$ cat src/rtl/i2c_rxb_pkg.sv
// Package: register addresses, CTRL/STAT bit positions and the control
// register layout shared by the receive buffer and its checker.
package i2c_rxb_pkg;

    localparam int BYTE_W = 8;

    typedef enum logic [1:0] {
        ADDR_CTRL = 2'd0,
        ADDR_TRIG = 2'd1,
        ADDR_STAT = 2'd2,
        ADDR_DATA = 2'd3
    } reg_addr_e;

    // CTRL bit positions
    localparam int CTRL_SINGLE = 7;
    localparam int CTRL_FSCL   = 6;
    localparam int CTRL_FSDA   = 5;
    localparam int CTRL_OVR    = 4;
    localparam int CTRL_EN     = 3;

    // STAT bit positions
    localparam int STAT_FULL    = 0;
    localparam int STAT_RDY     = 1;
    localparam int STAT_CNT_LSB = 3;
    localparam int STAT_CNT_W   = 5;

    typedef struct packed {
        logic buf_single;
        logic force_scl;
        logic force_sda;
        logic override;
        logic enable;
    } ctrl_t;

endpackage

$ cat src/rtl/i2c_rxb_sync.sv
// Multi-stage synchronizer, one chain per bit.
// Assumes STAGES >= 2. The flops carry no reset, so the synchronized pin
// levels keep tracking the bus while the block is held in reset.
module i2c_rxb_sync #(
    parameter int WIDTH  = 2,
    parameter int STAGES = 2
) (
    input  logic             clk,
    input  logic [WIDTH-1:0] d,
    output logic [WIDTH-1:0] q
);

    for (genvar b = 0; b < WIDTH; b++) begin : g_bit
        logic [STAGES-1:0] chain;

        // Shift the raw pin level through the chain
        always_ff @(posedge clk) begin
            chain <= {chain[STAGES-2:0], d[b]};
        end

        assign q[b] = chain[STAGES-1];
    end

endmodule

$ cat src/rtl/i2c_rxb_busmon.sv
// Bus monitor: detects START and STOP on synchronized SCL/SDA and keeps a
// busy flag. Assumes both inputs are already synchronized to clk.
module i2c_rxb_busmon (
    input  logic clk,
    input  logic rst_n,
    input  logic scl_s,
    input  logic sda_s,
    output logic busy
);

    logic sda_prev;
    logic start_det;
    logic stop_det;

    // Previous SDA sample for edge detection; tracks even in reset
    always_ff @(posedge clk) begin
        sda_prev <= sda_s;
    end

    assign start_det = scl_s &  sda_prev & ~sda_s;
    assign stop_det  = scl_s & ~sda_prev &  sda_s;

    // Busy set by START, cleared by STOP
    always_ff @(posedge clk) begin
        if (!rst_n) begin
            busy <= 1'b0;
        end else if (start_det) begin
            busy <= 1'b1;
        end else if (stop_det) begin
            busy <= 1'b0;
        end
    end

endmodule

$ cat src/rtl/i2c_rxb_fifo.sv
// Receive FIFO with an occupancy count and a head view.
// A push while full is dropped; a pop while empty does nothing. Storage
// carries no reset; only pointers and count are reset.
module i2c_rxb_fifo #(
    parameter  int WIDTH = 8,
    parameter  int DEPTH = 16,
    localparam int CW    = $clog2(DEPTH + 1)
) (
    input  logic             clk,
    input  logic             rst_n,
    input  logic             push,
    input  logic [WIDTH-1:0] din,
    input  logic             pop,
    output logic [WIDTH-1:0] head,
    output logic [CW-1:0]    count
);

    localparam int PW = (DEPTH > 1) ? $clog2(DEPTH) : 1;

    logic [WIDTH-1:0] mem [DEPTH];
    logic [PW-1:0]    wr_ptr;
    logic [PW-1:0]    rd_ptr;
    logic             push_ok;
    logic             pop_ok;

    assign push_ok = push && (int'(count) < DEPTH);
    assign pop_ok  = pop && (count != '0);

    function automatic logic [PW-1:0] ptr_inc(input logic [PW-1:0] p);
        return (int'(p) == DEPTH - 1) ? '0 : p + PW'(1);
    endfunction

    // Write a new byte into storage
    always_ff @(posedge clk) begin
        if (push_ok) begin
            mem[wr_ptr] <= din;
        end
    end

    // Advance pointers and the occupancy count
    always_ff @(posedge clk) begin
        if (!rst_n) begin
            wr_ptr <= '0;
            rd_ptr <= '0;
            count  <= '0;
        end else begin
            if (push_ok) wr_ptr <= ptr_inc(wr_ptr);
            if (pop_ok)  rd_ptr <= ptr_inc(rd_ptr);
            if (push_ok && !pop_ok)      count <= count + CW'(1);
            else if (pop_ok && !push_ok) count <= count - CW'(1);
        end
    end

    assign head = mem[rd_ptr];

endmodule

$ cat src/rtl/i2c_rx_buffer.sv
// I2C master receive buffer with clock stretch.
// Stores received bytes in a FIFO or a single register and asks for SCL
// to be held low until software takes the data. Provides a test override
// for both lines, a synchronized SCL readback and a bus-busy flag.
// Assumes rx_valid is a one-cycle strobe and the outputs drive
// open-drain pads (1 = pull low).
module i2c_rx_buffer #(
    parameter int FIFO_DEPTH  = 16,
    parameter int TRIG_W      = 4,
    parameter int SYNC_STAGES = 2
) (
    input  logic       clk,
    input  logic       rst_n,
    input  logic       rx_valid,
    input  logic [7:0] rx_byte,
    input  logic       reg_wr,
    input  logic       reg_rd,
    input  logic [1:0] reg_addr,
    input  logic [7:0] reg_wdata,
    output logic [7:0] reg_rdata,
    input  logic       scl_in,
    input  logic       sda_in,
    output logic       scl_pull,
    output logic       sda_pull
);
    import i2c_rxb_pkg::*;

    localparam int CNT_W = $clog2(FIFO_DEPTH + 1);

    ctrl_t             ctrl_q;
    logic [TRIG_W-1:0] trig_q;
    logic [BYTE_W-1:0] single_q;
    logic              ready_q;

    logic [1:0]        pins_s;
    logic              scl_s;
    logic              sda_s;
    logic              bus_busy;

    logic              fifo_push;
    logic              fifo_pop;
    logic [BYTE_W-1:0] fifo_head;
    logic [CNT_W-1:0]  fifo_cnt;
    logic              fifo_full;

    logic              take_single;
    logic              ready_clr;
    logic              stretch;

    // Bus line synchronizers
    i2c_rxb_sync #(
        .WIDTH  (2),
        .STAGES (SYNC_STAGES)
    ) u_sync (
        .clk (clk),
        .d   ({scl_in, sda_in}),
        .q   (pins_s)
    );

    assign scl_s = pins_s[1];
    assign sda_s = pins_s[0];

    // START/STOP detection
    i2c_rxb_busmon u_busmon (
        .clk   (clk),
        .rst_n (rst_n),
        .scl_s (scl_s),
        .sda_s (sda_s),
        .busy  (bus_busy)
    );

    // Receive path select
    assign fifo_push   = rx_valid && ctrl_q.enable && !ctrl_q.buf_single;
    assign take_single = rx_valid && ctrl_q.enable &&  ctrl_q.buf_single;
    assign fifo_pop    = reg_rd && (reg_addr == ADDR_DATA) && !ctrl_q.buf_single;
    assign ready_clr   = reg_wr && (reg_addr == ADDR_STAT) && !reg_wdata[STAT_RDY];

    i2c_rxb_fifo #(
        .WIDTH (BYTE_W),
        .DEPTH (FIFO_DEPTH)
    ) u_fifo (
        .clk   (clk),
        .rst_n (rst_n),
        .push  (fifo_push),
        .din   (rx_byte),
        .pop   (fifo_pop),
        .head  (fifo_head),
        .count (fifo_cnt)
    );

    // Full flag: count at or above trigger level plus one
    assign fifo_full = int'(fifo_cnt) > int'(trig_q);

    // Control and trigger registers
    always_ff @(posedge clk) begin
        if (!rst_n) begin
            ctrl_q <= '0;
            trig_q <= '0;
        end else if (reg_wr) begin
            if (reg_addr == ADDR_CTRL) begin
                ctrl_q.buf_single <= reg_wdata[CTRL_SINGLE];
                ctrl_q.force_scl  <= reg_wdata[CTRL_FSCL];
                ctrl_q.force_sda  <= reg_wdata[CTRL_FSDA];
                ctrl_q.override   <= reg_wdata[CTRL_OVR];
                ctrl_q.enable     <= reg_wdata[CTRL_EN];
            end
            if (reg_addr == ADDR_TRIG) begin
                trig_q <= reg_wdata[TRIG_W-1:0];
            end
        end
    end

    // Single data register and its ready flag (arrival wins over clear)
    always_ff @(posedge clk) begin
        if (!rst_n) begin
            single_q <= '0;
            ready_q  <= 1'b0;
        end else if (take_single) begin
            single_q <= rx_byte;
            ready_q  <= 1'b1;
        end else if (ready_clr) begin
            ready_q  <= 1'b0;
        end
    end

    // Register read mux
    always_comb begin
        reg_rdata = '0;
        case (reg_addr)
            ADDR_CTRL: begin
                reg_rdata[CTRL_SINGLE] = ctrl_q.buf_single;
                reg_rdata[CTRL_FSCL]   = scl_s;
                reg_rdata[CTRL_FSDA]   = bus_busy;
                reg_rdata[CTRL_OVR]    = ctrl_q.override;
                reg_rdata[CTRL_EN]     = ctrl_q.enable;
            end
            ADDR_TRIG: reg_rdata[TRIG_W-1:0] = trig_q;
            ADDR_STAT: begin
                reg_rdata[STAT_FULL] = fifo_full;
                reg_rdata[STAT_RDY]  = ready_q;
                reg_rdata[STAT_CNT_LSB +: STAT_CNT_W] = STAT_CNT_W'(fifo_cnt);
            end
            default: begin
                if (ctrl_q.buf_single)    reg_rdata = single_q;
                else if (fifo_cnt != '0)  reg_rdata = fifo_head;
            end
        endcase
    end

    // Line control: override wins, else stretch on buffer state
    assign stretch  = ctrl_q.buf_single ? ready_q : fifo_full;
    assign scl_pull = ctrl_q.override ? !ctrl_q.force_scl : (ctrl_q.enable && stretch);
    assign sda_pull = ctrl_q.override && !ctrl_q.force_sda;

endmodule

$ cat config.mk
export PLATFORM = sky130hd
export DESIGN_NAME = i2c_rx_buffer
export DESIGN_NICKNAME = d
export VERILOG_FILES = /design/src/rtl/i2c_rxb_pkg.sv /design/src/rtl/i2c_rxb_sync.sv /design/src/rtl/i2c_rxb_busmon.sv /design/src/rtl/i2c_rxb_fifo.sv /design/src/rtl/i2c_rx_buffer.sv
export SDC_FILE = /design/constraint.sdc
export NUM_CORES = 1
export LEC_CHECK = 0
export CORE_MARGIN = 3
export CORE_UTILIZATION = 30
export CTS_CLUSTER_DIAMETER = 80
export CTS_CLUSTER_SIZE = 40
export DETAILED_ROUTE_END_ITERATION = 10
export PLACE_DENSITY = 0.45
export SYNTH_ARGS = -nofsm -noshare
export SYNTH_HDL_FRONTEND = slang
export SYNTH_SLANG_ARGS = --single-unit
$ cat constraint.sdc
create_clock -name clk -period 8.3 [get_ports clk]
set_input_delay 1.66 -clock clk [delete_from_list [all_inputs] [get_ports clk]]
set_output_delay 1.66 -clock clk [all_outputs]
set_load 0.02 [all_outputs]
==> reports/metrics.json <==
{
  "die-area": {"value": 25300, "unit": "um^2"},
  "synth_compound_area_share": {"value": 6.52, "unit": "%"},
  "place.detailed.hpwl": {"value": 10300, "unit": "um"},
  "synth_adder_area_share": {"value": 2.60, "unit": "%"},
  "groute.usage.overall": {"value": 12.7, "unit": "%"},
  "final.setup_skew": {"value": 0.0163, "unit": "ns"},
  "areaGrowthSynthToFinish": {"value": 18.3, "unit": "%"},
  "dominantRegCellSynth": {"value": "sky130_fd_sc_hd__edfxtp_1"},
  "place.detailed.instances": {"value": 791},
  "reg2regPathDepth": {"value": 11},
  "post_cts_resize_count": {"value": 0},
  "mappedNetlistNets": {"value": 499},
  "crit_path_max_fanout": {"value": 18},
  "postRouteWirelength": {"value": 15700, "unit": "um"},
  "result_of_the_run": {"value": "finished clean"},
  "timing.critical_path.cells": {"value": "clkdlybuf4s50_1 -> nand2_1 -> a211oi_4 -> nand2_1 -> o22ai_1 -> a211o_1 -> clkdlybuf4s50_1"},
  "first_global_vias": {"value": 3938},
  "clock.fmax": {"value": 162, "unit": "MHz"},
  "final.period_utilization": {"value": 74.2, "unit": "%"},
  "drt_first_iter_violations": {"value": 219},
  "slew-limit-headroom": {"value": 28.1, "unit": "%"},
  "post_synth_xor_area_fraction": {"value": 0.749, "unit": "%"},
  "final-hold-violation-count": {"value": 0},
  "power_density": {"value": 221, "unit": "nW/um^2"},
  "synth.area.mux_share": {"value": 13.5, "unit": "%"},
  "place_congestion": {"value": 0.751},
  "rsz_0062_raised_after_global_routing": {"value": "no"},
  "synth-seq-cells": {"value": 169},
  "cts_setup_buffers": {"value": 0},
  "gr-total-overflow": {"value": 0},
  "synth_edf_count": {"value": 128},
  "min-delay-path-class": {"value": "flop to flop"},
  "peakVddDrop": {"value": 0.000114, "unit": "V"},
  "synthDistinctLibCells": {"value": 51},
  "numClockSinks": {"value": 169},
  "cts.clk_slew.worst_paths": {"value": 0.06, "unit": "ns"},
  "grt_first_pass_wirelength": {"value": 24100, "unit": "um"},
  "num-nets-final": {"value": 536},
  "post_synth_inst_count": {"value": 460},
  "root_cell_of_the_clock_tree": {"value": "sky130_fd_sc_hd__clkbuf_16"},
  "finish.instance_area": {"value": 8310, "unit": "um^2"},
  "drive_gt1_share": {"value": 14.7, "unit": "%"},
  "placement.io_buffers": {"value": 34},
  "worst-endpoint-arrival": {"value": 4.50, "unit": "ns"},
  "cts_hold_repair.buffers": {"value": 0},
  "worstReg2RegStart": {"value": "u_fifo.count[4]"},
  "seq_area_frac_synth": {"value": 66.4, "unit": "%"},
  "fp.coreArea": {"value": 22800, "unit": "um^2"},
  "cts-root-to-sink-buffers": {"value": 2},
  "fin_tns_setup": {"value": 0, "unit": "ns"},
  "worstSetupEndpoint": {"value": "reg_rdata[1]"},
  "ports": {"value": 35},
  "antenna_cells": {"value": 0},
  "synth-simple-area-share": {"value": 8.02, "unit": "%"},
  "tightest_slew": {"value": 1.08, "unit": "ns"},
  "required_arrival_time_at_the_worst_endpoint": {"value": 6.64, "unit": "ns"},
  "cts_made_buffers": {"value": 17},
  "max_cap_violations": {"value": 0},
  "floorplan.die.width": {"value": 159, "unit": "um"},
  "pin_count_of_the_biggest_net_entering_global_routing": {"value": 36},
  "instances_no_fill": {"value": 822},
  "slew_viol_final": {"value": 0},
  "synth_top_family_by_area": {"value": "multiplexers"},
  "cts_tree": {"value": "done"},
  "viasPerCell": {"value": 4.69},
  "start_util": {"value": 30.7, "unit": "%"},
  "detail_route.wl_per_cell": {"value": 19.1, "unit": "um"},
  "cts_max_level": {"value": 4},
  "worstSkewPairLatency": {"value": 0.43, "unit": "ns"},
  "ys.warnings.count": {"value": 0},
  "final.min_clock_period": {"value": 6.16, "unit": "ns"},
  "drc": {"value": 0},
  "critical_path.endpoint_type": {"value": "output pin"},
  "worst_r2r_endpoint": {"value": "u_fifo.count[4]"},
  "antenna_found_initial": {"value": 0},
  "detailed_place.area": {"value": 7700, "unit": "um^2"},
  "r2r_slack": {"value": 5.38, "unit": "ns"},
  "timing.setup.critical_path_class": {"value": "primary input to output pin"},
  "slowest_stage": {"value": "sky130_fd_sc_hd__clkdlybuf4s50_1"},
  "crit_path_start": {"value": "reg_addr[1]"},
  "worst_setup_path_start_kind": {"value": "primary input"},
  "total_leakage_power": {"value": 2.58, "unit": "nW"},
  "chip_height": {"value": 159, "unit": "um"},
  "netlist_area": {"value": 7020, "unit": "um^2"},
  "number_of_detailed_route_iterations_in_the_first_pass": {"value": 4},
  "synth-async-reset-ratio": {"value": 0, "unit": "%"},
  "final-setup-viol-count": {"value": 0},
  "antenna_violating_nets_left": {"value": 0},
  "critical-path-max-stage-delay": {"value": 0.85, "unit": "ns"},
  "via_count": {"value": 3855},
  "syn_area_per_cell": {"value": 15.3, "unit": "um^2"},
  "placementRows": {"value": 55}
}
-- final cells by class --
type,instances,area (um^2)
Inverter,13,48.8
Multi-Input combinational cell,257,2210
Clock buffer,17,425
Timing Repair Buffer,39,378
Fill cell,2189,14500
Clock inverter,14,185
Tap cell,313,392
Sequential cell,169,4670
-- cell usage in the layout (no fill, tap or decap), drive strengths merged, types with 4 or more instances in the layout --
master and instances:
a21boi 13, a21oi 12, and2 5, buf 5
clkbuf 17, clkdlybuf4s50 34, dfxtp 41, edfxtp 128
ha 13, inv 19, mux2i 26, mux4 30
nand2 43, nand3 11, nor2 20, nor2b 19
nor3 6, o21ai 15, o221ai 5, xnor2 4
-- registers in the layout, summed over array words and instances (netlist names), named ones only --
register	count
ctrl_q	5
ready_q	1
single_q	8
trig_q	4
u_busmon.busy	1
u_busmon.sda_prev	1
u_fifo.count	5
u_fifo.mem	128
u_fifo.rd_ptr	4
u_fifo.wr_ptr	4
u_sync.g_bit.chain	4
-- power by group --
part | switching [mW] | internal (mW)
clock | 0.348 | 0.480
combinational | 0.0468 | 0.0371
sequential | 0.00678 | 0.913
total | 0.402 | 1.43
-- critical path, delay by kind of cell --
kind            cells  cell delay [ns]
buf+inv             2             1.46
compound gates      3             0.85
simple gates        2             0.52
-- cells by family after synthesis --
logic type | Yosys count
xor gates and xnor gates | 6
DFF | 169
and+or+nand+nor | 114
AOI/OAI and AO/OA | 66
buffers and inverters | 34
adders and majority gates | 14
muxes | 57
-- per-layer routing --
metal	share of wire [%]	up-vias	track usage, %
li1	-	1826	-
met1	48	1961	17.7
met2	48	56	20.3
met3	3.5	12	3.07
met4	0.73	0	3.22
met5	0	-	0
-- metrics by stage --
step                util, %  power, mW  worst slack (ns)  hold slack [ns]
global route           36.4       1.90              2.00            0.346
CTS                    36.4       1.85              2.15            0.330
floorplan                 -      0.981              3.77            0.310
detailed placement     33.7       1.02              2.17            0.314
finish                 36.4       1.83              2.14            0.327
global placement       33.7       1.02              2.25            0.316
-- cells in the mapped netlist, types with 3 or more instances --
cell | count | area share, %
sky130_fd_sc_hd__a21boi_0 | 12 | 1.3
sky130_fd_sc_hd__a21oi_1 | 12 | 0.86
sky130_fd_sc_hd__a22oi_1 | 3 | 0.32
sky130_fd_sc_hd__and2_1 | 5 | 0.45
sky130_fd_sc_hd__buf_1 | 3 | 0.16
sky130_fd_sc_hd__buf_2 | 5 | 0.36
sky130_fd_sc_hd__buf_4 | 3 | 0.32
sky130_fd_sc_hd__clkbuf_1 | 9 | 0.48
sky130_fd_sc_hd__dfxtp_1 | 41 | 12
sky130_fd_sc_hd__edfxtp_1 | 128 | 55
sky130_fd_sc_hd__ha_1 | 13 | 2.3
sky130_fd_sc_hd__inv_1 | 13 | 0.70
sky130_fd_sc_hd__mux2i_1 | 26 | 3.7
sky130_fd_sc_hd__mux4_2 | 30 | 9.6
sky130_fd_sc_hd__nand2_1 | 42 | 2.2
sky130_fd_sc_hd__nand2b_1 | 3 | 0.27
sky130_fd_sc_hd__nand3_1 | 11 | 0.78
sky130_fd_sc_hd__nor2_1 | 20 | 1.1
sky130_fd_sc_hd__nor2b_1 | 19 | 1.7
sky130_fd_sc_hd__nor3_1 | 5 | 0.36
sky130_fd_sc_hd__o21ai_0 | 15 | 1.1
sky130_fd_sc_hd__o221ai_1 | 5 | 0.62
sky130_fd_sc_hd__xnor2_1 | 4 | 0.50
-- worst min-delay path by stage --
stage	end	start	slack, ns	cells after the start
after detailed placement	u_sync.g_bit[1].chain[1]	u_sync.g_bit[1].chain[0]	0.31	0
after global placement	u_sync.g_bit[1].chain[1]	u_sync.g_bit[1].chain[0]	0.32	0
after global routing	u_sync.g_bit[0].chain[1]	u_sync.g_bit[0].chain[0]	0.35	0
after floorplan	u_sync.g_bit[0].chain[1]	u_sync.g_bit[0].chain[0]	0.31	0
final	u_sync.g_bit[1].chain[1]	u_sync.g_bit[1].chain[0]	0.33	0
after CTS	u_sync.g_bit[1].chain[1]	u_sync.g_bit[1].chain[0]	0.33	0
Power figures use the tool's default switching activity.
